==> src/rtl/sd_cmd_issuer.sv <==
module sd_cmd_issuer #(
  parameter int READY_CYCLES = 25_000_000,
  parameter int POLL_TRIES   = 10
) (
  input  logic        clk,
  input  logic        rst_n,
  input  logic        start,
  input  logic [5:0]  cmd_idx,
  input  logic [31:0] cmd_arg,
  input  logic        cmd_app,
  output logic        busy,
  output logic        done,
  output logic [7:0]  resp,
  output logic        cs_n,
  output logic        byte_req,
  output logic [7:0]  byte_tx,
  input  logic        byte_done,
  input  logic [7:0]  byte_rx,
  input  logic        pt_req,
  input  logic [7:0]  pt_tx,
  output logic        pt_done,
  output logic [7:0]  pt_rx
);
  localparam int TW = $clog2(READY_CYCLES + 1);
  localparam int PW = $clog2(POLL_TRIES + 1);
  localparam int CW = (PW > 3) ? PW : 3;
  localparam logic [TW-1:0] T_LIM = TW'(READY_CYCLES);
  localparam logic [CW-1:0] P_LAST = CW'(POLL_TRIES - 1);

  typedef enum logic [2:0] {S_IDLE, S_DESEL, S_READY, S_FRAME, S_STUFF, S_RESP} st_t;

  st_t           st;
  logic [5:0]    idx_q;
  logic [31:0]   arg_q;
  logic          prefix;
  logic [CW-1:0] cnt;
  logic [TW-1:0] tmr;
  logic [7:0]    resp_q;
  logic          cs_n_q;
  logic          done_q;

  logic [5:0]  cur_idx;
  logic [31:0] cur_arg;
  logic [7:0]  crc_byte;
  logic [7:0]  frame_byte;

  assign cur_idx  = prefix ? 6'd55 : idx_q;
  assign cur_arg  = prefix ? 32'd0 : arg_q;
  assign crc_byte = (cur_idx == 6'd0) ? 8'h95 : (cur_idx == 6'd8) ? 8'h87 : 8'h01;

  always_comb begin
    case (cnt)
      CW'(0):  frame_byte = {2'b01, cur_idx};
      CW'(1):  frame_byte = cur_arg[31:24];
      CW'(2):  frame_byte = cur_arg[23:16];
      CW'(3):  frame_byte = cur_arg[15:8];
      CW'(4):  frame_byte = cur_arg[7:0];
      default: frame_byte = crc_byte;
    endcase
  end

  assign busy     = (st != S_IDLE);
  assign done     = done_q;
  assign resp     = resp_q;
  assign cs_n     = cs_n_q;
  assign byte_req = busy | pt_req;
  assign byte_tx  = (st == S_FRAME) ? frame_byte : (busy ? 8'hFF : pt_tx);
  assign pt_done  = byte_done & ~busy;
  assign pt_rx    = byte_rx;

  always_ff @(posedge clk) begin
    if (!rst_n) begin
      st     <= S_IDLE;
      idx_q  <= '0;
      arg_q  <= '0;
      prefix <= 1'b0;
      cnt    <= '0;
      tmr    <= '0;
      resp_q <= '0;
      cs_n_q <= 1'b1;
      done_q <= 1'b0;
    end else begin
      done_q <= 1'b0;
      case (st)
        S_IDLE: if (start) begin
          idx_q  <= cmd_idx;
          arg_q  <= cmd_arg;
          prefix <= cmd_app;
          cs_n_q <= 1'b1;
          st     <= S_DESEL;
        end
        S_DESEL: if (byte_done) begin
          cs_n_q <= 1'b0;
          tmr    <= '0;
          st     <= S_READY;
        end
        S_READY: begin
          if (tmr < T_LIM) tmr <= tmr + 1'b1;
          if (byte_done) begin
            if (byte_rx == 8'hFF) begin
              cnt <= '0;
              st  <= S_FRAME;
            end else if (tmr >= T_LIM) begin
              resp_q <= 8'hFF;
              cs_n_q <= 1'b1;
              done_q <= 1'b1;
              st     <= S_IDLE;
            end
          end
        end
        S_FRAME: if (byte_done) begin
          if (cnt == CW'(5)) begin
            cnt <= '0;
            st  <= (cur_idx == 6'd12) ? S_STUFF : S_RESP;
          end else begin
            cnt <= cnt + 1'b1;
          end
        end
        S_STUFF: if (byte_done) st <= S_RESP;
        S_RESP: if (byte_done) begin
          if (!byte_rx[7] || cnt == P_LAST) begin
            if (prefix && byte_rx <= 8'h01) begin
              prefix <= 1'b0;
              cs_n_q <= 1'b1;
              st     <= S_DESEL;
            end else begin
              resp_q <= byte_rx;
              done_q <= 1'b1;
              st     <= S_IDLE;
            end
          end else begin
            cnt <= cnt + 1'b1;
          end
        end
        default: st <= S_IDLE;
      endcase
    end
  end
endmodule

==> config.mk <==
export PLATFORM = sky130hd
export DESIGN_NAME = sd_cmd_issuer
export DESIGN_NICKNAME = d
export VERILOG_FILES = /design/src/rtl/sd_cmd_issuer.sv
export SDC_FILE = /design/constraint.sdc
export NUM_CORES = 1
export LEC_CHECK = 0
export BUFFER_PORTS_ARGS = -buffer_cell sky130_fd_sc_hd__buf_2
export CORE_MARGIN = 4
export CORE_UTILIZATION = 30
export CTS_CLUSTER_DIAMETER = 150
export CTS_CLUSTER_SIZE = 30
export DETAILED_ROUTE_END_ITERATION = 12
export PLACE_DENSITY_LB_ADDON = 0.3
export SLEW_MARGIN = 20
export SYNTH_ARGS = -nofsm -noshare
export SYNTH_HDL_FRONTEND = slang
export SYNTH_SLANG_ARGS = --single-unit
==> constraint.sdc <==
create_clock -name clk -period 3.3 [get_ports clk]
set_clock_uncertainty 0.2 [all_clocks]
set_input_delay 0.495 -clock clk [delete_from_list [all_inputs] [get_ports clk]]
set_output_delay 0.495 -clock clk [all_outputs]
set_load 0.005 [all_outputs]
==> impl_metrics.env <==
export IMPL_status="completed"
export IMPL_syn_num_nets=617
export IMPL_initial_utilization_pct=30.90
export IMPL_fin_area_um2=4999
export IMPL_swShare_pct=26.35
export IMPL_synth_warnings=0
export IMPL_antenna_found_initial=0
export IMPL_drtPass1Iterations=4
export IMPL_setup_tns_ns=0
export IMPL_tightest_slew_ns=0.7366
export IMPL_grt_max_degree=39
export IMPL_pin_count=89
export IMPL_vdd_drop_max_uv=226.6
export IMPL_end_kind="primary output"
export IMPL_cp_start_kind="flip-flop"
export IMPL_dr_first_iter_drc_count=258
export IMPL_p_clk_share_pct=44.1
export IMPL_pwr_share_seq_pct=44.2
export IMPL_grt_pass1_vias=4002
export IMPL_avgSynthCellArea_um2=7.514
export IMPL_netlist_area_um2=4140
export IMPL_num_vias=4110
export IMPL_ys_seq_elements=81
export IMPL_syn_inst=551
export IMPL_critical_path_required_ns=2.60
export IMPL_dieWidth_um=125.5
export IMPL_synth_cell_types=62
export IMPL_htree_levels=3
export IMPL_hold_path_cell_count=3
export IMPL_critPathMaxFanout=4
export IMPL_fmax_mhz=320.4
export IMPL_drive_gt1_share_pct=20.67
export IMPL_place_area_um2=4682
export IMPL_clock_sinks=81
export IMPL_cts_max_path_buffers=2
export IMPL_power_density_nw_per_um2=474.4
export IMPL_place_congestion=0.8732
export IMPL_relSlewSlack_pct=50.84
export IMPL_clk_latency_ns=0.34
export IMPL_hold_path_class="in2reg"
export IMPL_synth_edff_count=0
export IMPL_switchingPower_uw=624.8
export IMPL_yosys_area_top_type="dfxtp_1"
export IMPL_synth_async_reset_ratio_pct=0
export IMPL_netlist_area_leader_share_pct=39.17
export IMPL_wl_per_cell_um=14.14
export IMPL_chipHeight_um=125.5
export IMPL_max_cap_violations=0
export IMPL_postCtsSetupBuffers=0
export IMPL_intPower_uw=1747
export IMPL_area_delta_synth_final_pct=20.73
export IMPL_vias_per_cell=5.138
export IMPL_gr_usage_all_layers_pct=14.44
export IMPL_post_route_period_util_pct=94.57
export IMPL_rsz0062_at_grt="false"
export IMPL_combPwrFrac_pct=11.7
export IMPL_ant_nets=0
export IMPL_final_max_slew_viol_count=0
export IMPL_yosysSeqAreaShare_pct=39.17
export IMPL_synthFlopType="dfxtp_1"
export IMPL_core_area_um2=13400
export IMPL_diodes=0
export IMPL_synth_area_leaders="dfxtp_1 (39%), nand2_1 (11%), a21oi_1 (9.2%), nor2_1 (4.2%), o21ai_0 (3.0%)"
export IMPL_fin_crit_ns=3.121
export IMPL_cts_buffers=9
export IMPL_dp_hpwl_um=8328
export IMPL_finalHoldViolations=0
export IMPL_drc=0
export IMPL_clockRootBuffer="clkbuf_16"
export IMPL_crit_type="reg2out"
export IMPL_worstPathArrival_ns=2.43
export IMPL_grt_pass1_wl_um=18960
export IMPL_overflow=0
export IMPL_r2r_cells=6
export IMPL_numPortBuffers=88
export IMPL_total_power_uw=2371
export IMPL_clk_pin_slew_worst_paths_ns=0.07
export IMPL_dieArea_um2=15740
export IMPL_final_nets=685
export IMPL_p_leak_uw=0.001942
export IMPL_cts_tree="yes"
export IMPL_drt_total_wl_um=11320
export IMPL_final_util_pct=37.30
export IMPL_finalSetupViolCount=0
export IMPL_rows=42
layout by cell type, fill, tap and decap left out, types with 7 or more instances in the layout:
cell type,netlist,routed
nand4_1,8,8
nand3_1,12,12
a21oi_1,76,76
nand2_1,116,116
buf_4,9,11
dfxtp_1,81,79
o211ai_1,7,7
nor2_1,46,46
clkbuf_16,0,9
buf_2,2,88
or3_1,16,16
o21ai_0,25,25
or4_1,8,8
inv_1,13,13
cells in the mapped netlist (7+ instances only):
cell type	count
a21oi_1	76
buf_4	9
clkbuf_1	28
dfxtp_1	81
inv_1	13
nand2_1	116
nand3_1	12
nand4_1	8
nor2_1	46
o211ai_1	7
o21ai_0	25
or3_1	16
or4_1	8
power by group through the flow:
stage          Combinational, uW  Sequential [uW]  Clock [uW]
5_1_grt                      315             1050        1110
6_report                     278             1050        1050
3_3_place_gp                 276             1070           0
3_5_place_dp                 280             1070           0
2_1_floorplan                181             1060           0
4_1_cts                      281             1050        1070
layer usage:
layer  up-vias  global-route usage, %  part of all wire (%)  wire [um]
li1       2077                      -                     -          -
met1      1932                  19.28                    47       5332
met2        84                  23.10                    46       5249
met3        17                  2.814                   4.7        533
met4         0                  5.421                   1.8        200
met5         -                      0                     0          0
through the flow:
step	hold WS, ns	setup slack (ns)	instances
after detailed placement	0.2443	0.4638	784
after global routing	0.1922	0.03140	800
final	0.1843	0.1792	800
after floorplan	0.2357	0.5653	551
after global placement	0.2352	0.5454	784
after CTS	0.1799	0.09105	800
area by class of cell:
| type | count | area, um2 |
|---|---|---|
| clock buffer | 10 | 239.0 |
| clock inverter | 6 | 75.07 |
| fill | 1413 | 8402 |
| inverter | 14 | 52.55 |
| multi-input combinational | 414 | 2265 |
| sequential | 81 | 1624 |
| tap | 176 | 220.2 |
| timing repair buffer | 99 | 523.0 |
state kept, by name, indices dropped and copies added (netlist names):
| name | count |
|---|---|
| arg_q | 32 |
| tmr | 25 |
| resp | 8 |
| idx_q | 6 |
| cnt | 4 |
| st | 3 |
| cs_n | 1 |
| done | 1 |
| prefix | 1 |
worst paths after layout:
path	startpoint	to	slack [ns]
setup / recovery	cnt[1]$_SDFFE_PN0P_	byte_tx[4]	0.18
hold / removal	cmd_arg[1]	arg_q[1]$_SDFFE_PN0P_	0.18
setup reg to reg	st[1]$_SDFFE_PN0P_	tmr[14]$_SDFFE_PN0P_	0.51
hold reg to reg	resp[2]$_SDFFE_PN0P_	resp[2]$_SDFFE_PN0P_	0.25
worst max-delay path: stages, from the launching register on:
cell and delay (ns):
dfxtp_2 0.35, inv_1 0.07, ha_1 0.19, or3_1 0.35, a21oi_1 0.15, nor2_1 0.09, or3_1 0.41, o221ai_1 0.21
o22a_1 0.17, buf_2 0.10
kinds of logic (layout without fill, tap and decap cells):
group	Yosys count	after routing	share of synthesized area [%]
flip-flops	81	81	39.17
AO/OA/AOI/OAI	158	158	23.97
buffers and inverters	56	129	6.135
adder cells (fa/ha/maj)	6	6	1.813
XOR/XNOR	4	4	0.8463
AND/OR/NAND/NOR	246	246	28.08
what timing repair did:
item,in CTS,in global routing
hold buffers,0,0
resized for setup,0,2
endpoints found under the setup margin,0,2
Note: power is estimated with default switching activity, not from simulation.
